--- src/rtl/rail_arb_pkg.sv ---
package rail_arb_pkg;

    localparam int MV_W = 10;

    typedef logic [MV_W-1:0] mv_t;

    typedef enum logic [1:0] {
        MODE_OFF      = 2'd0,
        MODE_BYPASS   = 2'd1,
        MODE_REGULATE = 2'd2
    } core_mode_e;

    typedef struct packed {
        core_mode_e mode;
        mv_t        ref_code;
    } core_res_t;

    // True when the target leaves more than the dropout headroom under the rail.
    function automatic logic window_ok(mv_t target, mv_t rail, mv_t dropout);
        logic [MV_W:0] need;
        need = {1'b0, target} + {1'b0, dropout};
        return need < {1'b0, rail};
    endfunction

endpackage

--- src/rtl/rail_max_select.sv ---
module rail_max_select
    import rail_arb_pkg::*;
#(
    parameter int NUM_CORES = 4
) (
    input  logic [NUM_CORES-1:0] valid,
    input  mv_t                  target [NUM_CORES],
    output mv_t                  rail
);

    always_comb begin
        rail = '0;
        for (int i = 0; i < NUM_CORES; i++) begin
            if (valid[i] && (target[i] > rail)) begin
                rail = target[i];
            end
        end
    end

endmodule

--- src/rtl/core_mode_decide.sv ---
module core_mode_decide
    import rail_arb_pkg::*;
(
    input  logic      valid,
    input  mv_t       target,
    input  mv_t       rail,
    input  mv_t       dropout,
    input  mv_t       min_rail,
    output core_res_t result
);

    logic rail_low;
    logic at_rail;
    logic fits;

    assign rail_low = rail < min_rail;
    assign at_rail  = target == rail;
    assign fits     = window_ok(target, rail, dropout);

    always_comb begin
        result.mode     = MODE_OFF;
        result.ref_code = '0;
        if (valid) begin
            if (rail_low || at_rail || !fits) begin
                result.mode = MODE_BYPASS;
            end else begin
                result.mode     = MODE_REGULATE;
                result.ref_code = target;
            end
        end
    end

endmodule

--- src/rtl/rail_mode_arbiter.sv ---
module rail_mode_arbiter
    import rail_arb_pkg::*;
#(
    parameter int NUM_CORES = 4
) (
    input  logic                      clk,
    input  logic                      rst,
    input  logic                      start,
    input  logic [NUM_CORES-1:0]      core_valid,
    input  logic [NUM_CORES*MV_W-1:0] core_target,
    input  logic [MV_W-1:0]           cfg_dropout,
    input  logic [MV_W-1:0]           cfg_min_rail,
    output logic [MV_W-1:0]           rail_code,
    output logic [NUM_CORES-1:0]      sw_bypass,
    output logic [NUM_CORES-1:0]      reg_enable,
    output logic [NUM_CORES*MV_W-1:0] reg_ref,
    output logic                      done
);

    // Captured request set
    logic                 pending_q;
    logic [NUM_CORES-1:0] vld_q;
    mv_t                  tgt_q [NUM_CORES];
    mv_t                  drop_q;
    mv_t                  min_q;

    // Combinational results
    mv_t       rail_w;
    core_res_t res_w [NUM_CORES];

    // Result registers
    mv_t                  rail_q;
    logic [NUM_CORES-1:0] byp_q;
    logic [NUM_CORES-1:0] en_q;
    mv_t                  ref_q [NUM_CORES];
    logic                 done_q;

    always_ff @(posedge clk) begin
        if (rst) begin
            pending_q <= 1'b0;
            vld_q     <= '0;
            drop_q    <= '0;
            min_q     <= '0;
            for (int i = 0; i < NUM_CORES; i++) begin
                tgt_q[i] <= '0;
            end
        end else begin
            pending_q <= start;
            if (start) begin
                vld_q  <= core_valid;
                drop_q <= cfg_dropout;
                min_q  <= cfg_min_rail;
                for (int i = 0; i < NUM_CORES; i++) begin
                    tgt_q[i] <= core_target[i*MV_W +: MV_W];
                end
            end
        end
    end

    rail_max_select #(.NUM_CORES(NUM_CORES)) u_max (
        .valid  (vld_q),
        .target (tgt_q),
        .rail   (rail_w)
    );

    for (genvar g = 0; g < NUM_CORES; g++) begin : g_core
        core_mode_decide u_dec (
            .valid    (vld_q[g]),
            .target   (tgt_q[g]),
            .rail     (rail_w),
            .dropout  (drop_q),
            .min_rail (min_q),
            .result   (res_w[g])
        );

        always_ff @(posedge clk) begin
            if (rst) begin
                byp_q[g] <= 1'b0;
                en_q[g]  <= 1'b0;
                ref_q[g] <= '0;
            end else if (pending_q) begin
                byp_q[g] <= res_w[g].mode == MODE_BYPASS;
                en_q[g]  <= res_w[g].mode == MODE_REGULATE;
                ref_q[g] <= res_w[g].ref_code;
            end
        end

        assign reg_ref[g*MV_W +: MV_W] = ref_q[g];
    end

    always_ff @(posedge clk) begin
        if (rst) begin
            rail_q <= '0;
            done_q <= 1'b0;
        end else begin
            done_q <= pending_q;
            if (pending_q) begin
                rail_q <= rail_w;
            end
        end
    end

    assign rail_code  = rail_q;
    assign sw_bypass  = byp_q;
    assign reg_enable = en_q;
    assign done       = done_q;

endmodule

--- config.mk ---
export PLATFORM = sky130hd
export DESIGN_NAME = rail_mode_arbiter
export DESIGN_NICKNAME = d
export VERILOG_FILES = /design/src/rtl/rail_arb_pkg.sv /design/src/rtl/rail_max_select.sv /design/src/rtl/core_mode_decide.sv /design/src/rtl/rail_mode_arbiter.sv
export SDC_FILE = /design/constraint.sdc
export NUM_CORES = 1
export LEC_CHECK = 0
export BUFFER_PORTS_ARGS = -buffer_cell sky130_fd_sc_hd__buf_2
export CORE_ASPECT_RATIO = 0.6
export CORE_MARGIN = 4
export CORE_UTILIZATION = 30
export DETAILED_ROUTE_END_ITERATION = 10
export HOLD_SLACK_MARGIN = 0.02
export PLACE_DENSITY = 0.58
export SYNTH_ARGS = -nofsm -noshare
export SYNTH_HDL_FRONTEND = slang
export SYNTH_SLANG_ARGS = --single-unit
--- constraint.sdc ---
create_clock -name clk -period 8.2 [get_ports clk]
set_clock_uncertainty 0.2 [all_clocks]
set_input_delay 0.82 -clock clk [delete_from_list [all_inputs] [get_ports clk]]
set_output_delay 0.82 -clock clk [all_outputs]
set_load 0.005 [all_outputs]
==> results <==
- The run finished with clean final reports.
- For this run, the total global-route usage over all layers was measured as 20.4%.
- The share of the yosys chip area belonging to registers is between 30% and 40%.
- The detail route stage leaves a number of antenna-violating nets equal to 0.
- Counting flops with an async set or reset pin after synthesis yields a share of 0%.
- The detailed-route wire length is about 33 mm.
- In this run the standard cell core region covers 28900 um^2.
- Once the floorplan was initialized, standard cells occupied between 30% and 40% of the core.
- The global routing usage on met2 is roughly a quarter.
- Across the run, the number of max-cap violations was 0.
- The area enclosed by the die boundary is between 30000 and 40000 um^2.
- The synthesized netlist devotes between 10% and 20% of its cell area to compound gates.
- The critical path capture point type is a register.
- The number of sinks on the clock net is 124.
- The via count of the first global-routing pass was roughly 7600.
- Across all setup checks in the final design, the least slack found is approximately 360 ps.
- The register bit count reported by yosys is 124.
- The data arrival time at the worst-slack endpoint is 7840 ps.
- Derived from the worst setup path, the maximum achievable clock frequency is 0.128 GHz.
- The netlist area before placement is between 8000 and 9000 um^2.
- STA classifies the critical path startpoint as a register.
- After the last flow step, the layout net total stands at 1301.
- The smallest hold slack is approximately 250 ps.
- The number of DRC violations after detailed routing is 0.
- Counting along the longest clock path gives a buffer depth of 2.
- After clock tree synthesis, the clock-pin slew on the worst setup and hold paths is about 60 ps.
- The number of vias after detailed routing is slightly below 8000.
- The area of the multi-input gates is around 5600 um^2.
- The number of H-tree levels is 4.
- After synthesis, the largest family of logic cells by area is adder cells.
- The final count of negative-setup-slack endpoints is 0.
- The final critical path takes up around 96% of the cycle.
- The wire length per cell after detailed routing is 21.4 um.
- The final count of pins violating max slew is 0.
- The post-synthesis share of cell area spent on and, or, nand and nor gates is ~13%.
- The final-report hold violation count was 0.
- TritonCTS built the clock tree.
- The type of the worst setup path is register to register.
- Setup repair after global routing could not meet its margin everywhere.
- Clock latency on the worst-skew pair, taken at its later pin, is 450 ps.
- The data required time of the critical path is ~8200 ps.
- The worst relative slew slack is roughly 22%.
- Along the worst path, the maximum fanout reaches 12.
- By instance count, the cell type seen most on the critical path is sky130_fd_sc_hd__buf_4.
- The instance area after placement is approximately 10000 um^2.
- The filler cells instantiated in the layout total roughly 2900.
- The count of distinct cell types in the synthesized netlist is 76.
- In this run, post-CTS hold repair placed 0 buffers.
- The detailed-placement wirelength estimate is ~26 mm.
- The count of input and output buffers is ~130.
- The buffer type at the clock tree root is sky130_fd_sc_hd__clkbuf_16.
- The vias per cell is 5.05.
- The finished cells cover approximately 11000 um^2.
- The adder and majority cell fraction of the synthesized area is ~16%.
- In the layout the commonest cells are sky130_fd_sc_hd__buf_2, sky130_fd_sc_hd__ha_1, sky130_fd_sc_hd__nor2_1.
- The congestion estimate from routability-driven global placement came to between 0.9 and 1.
- The initial antenna violation count is 0.
- The fraction of met1 tracks used by global routing is 31.2%.
- Prior to clock tree synthesis, the placed netlist has a worst setup slack of -103 ps.
- The global-route met3 utilization is 9.21%.
- In this run, the number of DRC markers left after iteration 0 of detailed routing was 685.
- The number of placed instances, taps included is 1500.
- The global-route wire length before repair is a little under 50 mm.
- The pin count of the biggest net entering global routing is 78.
- Leaving out fill and tap cells, the most frequent cell in the layout is sky130_fd_sc_hd__buf_2.
- The total power is slightly above 2000 uW.
- Counting flops with a built-in enable in the synthesized netlist gives 40.
- Of the post-synthesis cell area, the part taken by muxes is about 11%.
- The x dimension of the die is 230 um.
- The count of cells in the finished layout, fillers not included, comes to 1538.
- The share of post-route cells with drive strength above 1 is 25.4%.
- The post-synthesis average cell area is 9.46 um^2.
- The row count is 48.
- The area overhead of the layout relative to synthesis is 26.1%.
- The post-synthesis instance total is 936.
- In this design, the stage delay of the slowest critical-path cell is between 500 and 600 ps.
- 0 antenna diodes ended up in the layout.
- In this run the static leakage power is 0.00522 uW.
- After global routing, the most crowded layer is met1.
- The die extent in y is around 140 um.
- The I/O pin count is between 100 and 150.
- The TritonCTS buffer count is 17.
- Subtracting the final worst setup slack from the clock period gives around 7800 ps.
- The worst supply voltage drop on vdd is roughly 0.11 mV.
- The largest individual stage delay along the critical path comes from the cell sky130_fd_sc_hd__a211oi_2.
- For flop-to-flop paths, the worst setup slack is between 300 and 400 ps.
- The warning count from the yosys run is 0.
- Of the total synthesized cell area, the portion taken by XOR and XNOR cells is 6.90%.
- The dominant synthesized flop cell is sky130_fd_sc_hd__dfxtp_1.
- When the netlist entered floorplanning its net count stood at ~1100.
- At the pin with the least slew margin, the transition time is 1170 ps.
- The sequential cell area is a little under 3000 um^2.
- The path type of the worst min-delay path is register to register.
- The total power divided by cell area is approximately 190 nW/um^2.
- The total overflow left after global routing is 0.
- Before antenna repair, the detailed router went through 5 iterations.
[logic make-up (layout without fill, tap and decap cells)]
logic type	Yosys count	count (layout)
fa+ha+maj	114	114
mux	92	92
xor+xnor	68	68
buf+inv	112	313
flops	124	124
compound gates	188	188
simple gates	238	239
[sequential cells by signal, indices dropped and copies added (netlist names)]
signal,count
sw_bypass,4
vld_q,4
pending_q,1
drop_q,10
reg_enable,4
rail_code,10
min_q,10
ref_q,40
done,1
tgt_q,40
[cell usage after synthesis, types with 5 or more instances]
| cell | instances | area [um^2] |
|---|---|---|
| sky130_fd_sc_hd__o21ai_0 | 12 | 60.1 |
| sky130_fd_sc_hd__edfxtp_1 | 40 | 1200 |
| sky130_fd_sc_hd__ha_1 | 105 | 1310 |
| sky130_fd_sc_hd__a211oi_1 | 18 | 135 |
| sky130_fd_sc_hd__nor2b_1 | 12 | 75.1 |
| sky130_fd_sc_hd__inv_1 | 76 | 285 |
| sky130_fd_sc_hd__o22ai_1 | 6 | 37.5 |
| sky130_fd_sc_hd__xnor2_1 | 48 | 420 |
| sky130_fd_sc_hd__a21oi_1 | 56 | 280 |
| sky130_fd_sc_hd__xor2_1 | 18 | 158 |
| sky130_fd_sc_hd__maj3_1 | 5 | 50.1 |
| sky130_fd_sc_hd__nand2_1 | 42 | 158 |
| sky130_fd_sc_hd__mux2i_1 | 77 | 771 |
| sky130_fd_sc_hd__o21bai_1 | 21 | 158 |
| sky130_fd_sc_hd__mux2_2 | 8 | 90.1 |
| sky130_fd_sc_hd__nand3_1 | 13 | 65.1 |
| sky130_fd_sc_hd__nor4_1 | 7 | 43.8 |
| sky130_fd_sc_hd__nor2_1 | 105 | 394 |
| sky130_fd_sc_hd__o2111ai_1 | 5 | 43.8 |
| sky130_fd_sc_hd__dfxtp_1 | 84 | 1680 |
| sky130_fd_sc_hd__a21o_1 | 21 | 158 |
| sky130_fd_sc_hd__and2_1 | 26 | 163 |
| sky130_fd_sc_hd__clkbuf_1 | 18 | 67.6 |
| sky130_fd_sc_hd__buf_1 | 8 | 30.0 |
| sky130_fd_sc_hd__nor3_1 | 9 | 45.0 |
| sky130_fd_sc_hd__nand4_1 | 6 | 37.5 |
[area by class of cell]
class	instances	area share (%)
Multi-Input combinational cell	701	50.5
Sequential cell	124	25.9
Clock buffer	20	4.00
Inverter	78	2.62
Clock inverter	12	1.52
Timing Repair Buffer	203	11.0
Tap cell	400	4.48
[metrics by stage]
step                      util (%)  TNS [ps]
after floorplan                  -         0
after global placement        36.0         0
after detailed placement      36.0      -850
after CTS                     38.1         0
after global routing          38.7     -54.6
final                         38.7         0
[per-layer routing]
metal,vias up,part of all wire (%)
met4,0,0.94
met1,3631,49
met2,387,36
li1,3728,-
met5,-,0
met3,22,13
[worst paths after layout]
| kind | startpoint | endpoint | cells after the start |
|---|---|---|---|
| setup / recovery | vld_q[0] | ref_q[1][7] | 32 |
| hold / removal | reg_enable[2] | reg_enable[2] | 2 |
| setup reg to reg | vld_q[0] | ref_q[1][7] | 32 |
| hold reg to reg | reg_enable[2] | reg_enable[2] | 2 |
[power by group]
part	total, uW	internal (uW)	switching [uW]
Sequential	712	666	45.1
Clock	796	512	283
Combinational	566	246	320
Total	2070	1420	649
[timing repair]
item | 4_1_cts | 5_1_grt
cloned | 0 | 1
gates resized for setup | 1 | 29
setup buffers | 0 | 5
pin swaps | 0 | 8
endpoints found under the setup margin | 24 | 48
[critical path: cells and delay by family, from the launching register on]
family / cells / cell delay [ps]
multiplexers: 2 / 850
flip-flops: 1 / 430
buffers and inverters: 4 / 860
AO/OA/AOI/OAI: 11 / 2310
AND/OR/NAND/NOR: 10 / 1320
adder cells (fa/ha/maj): 5 / 1560
Note: power is estimated with default switching activity, not from simulation.
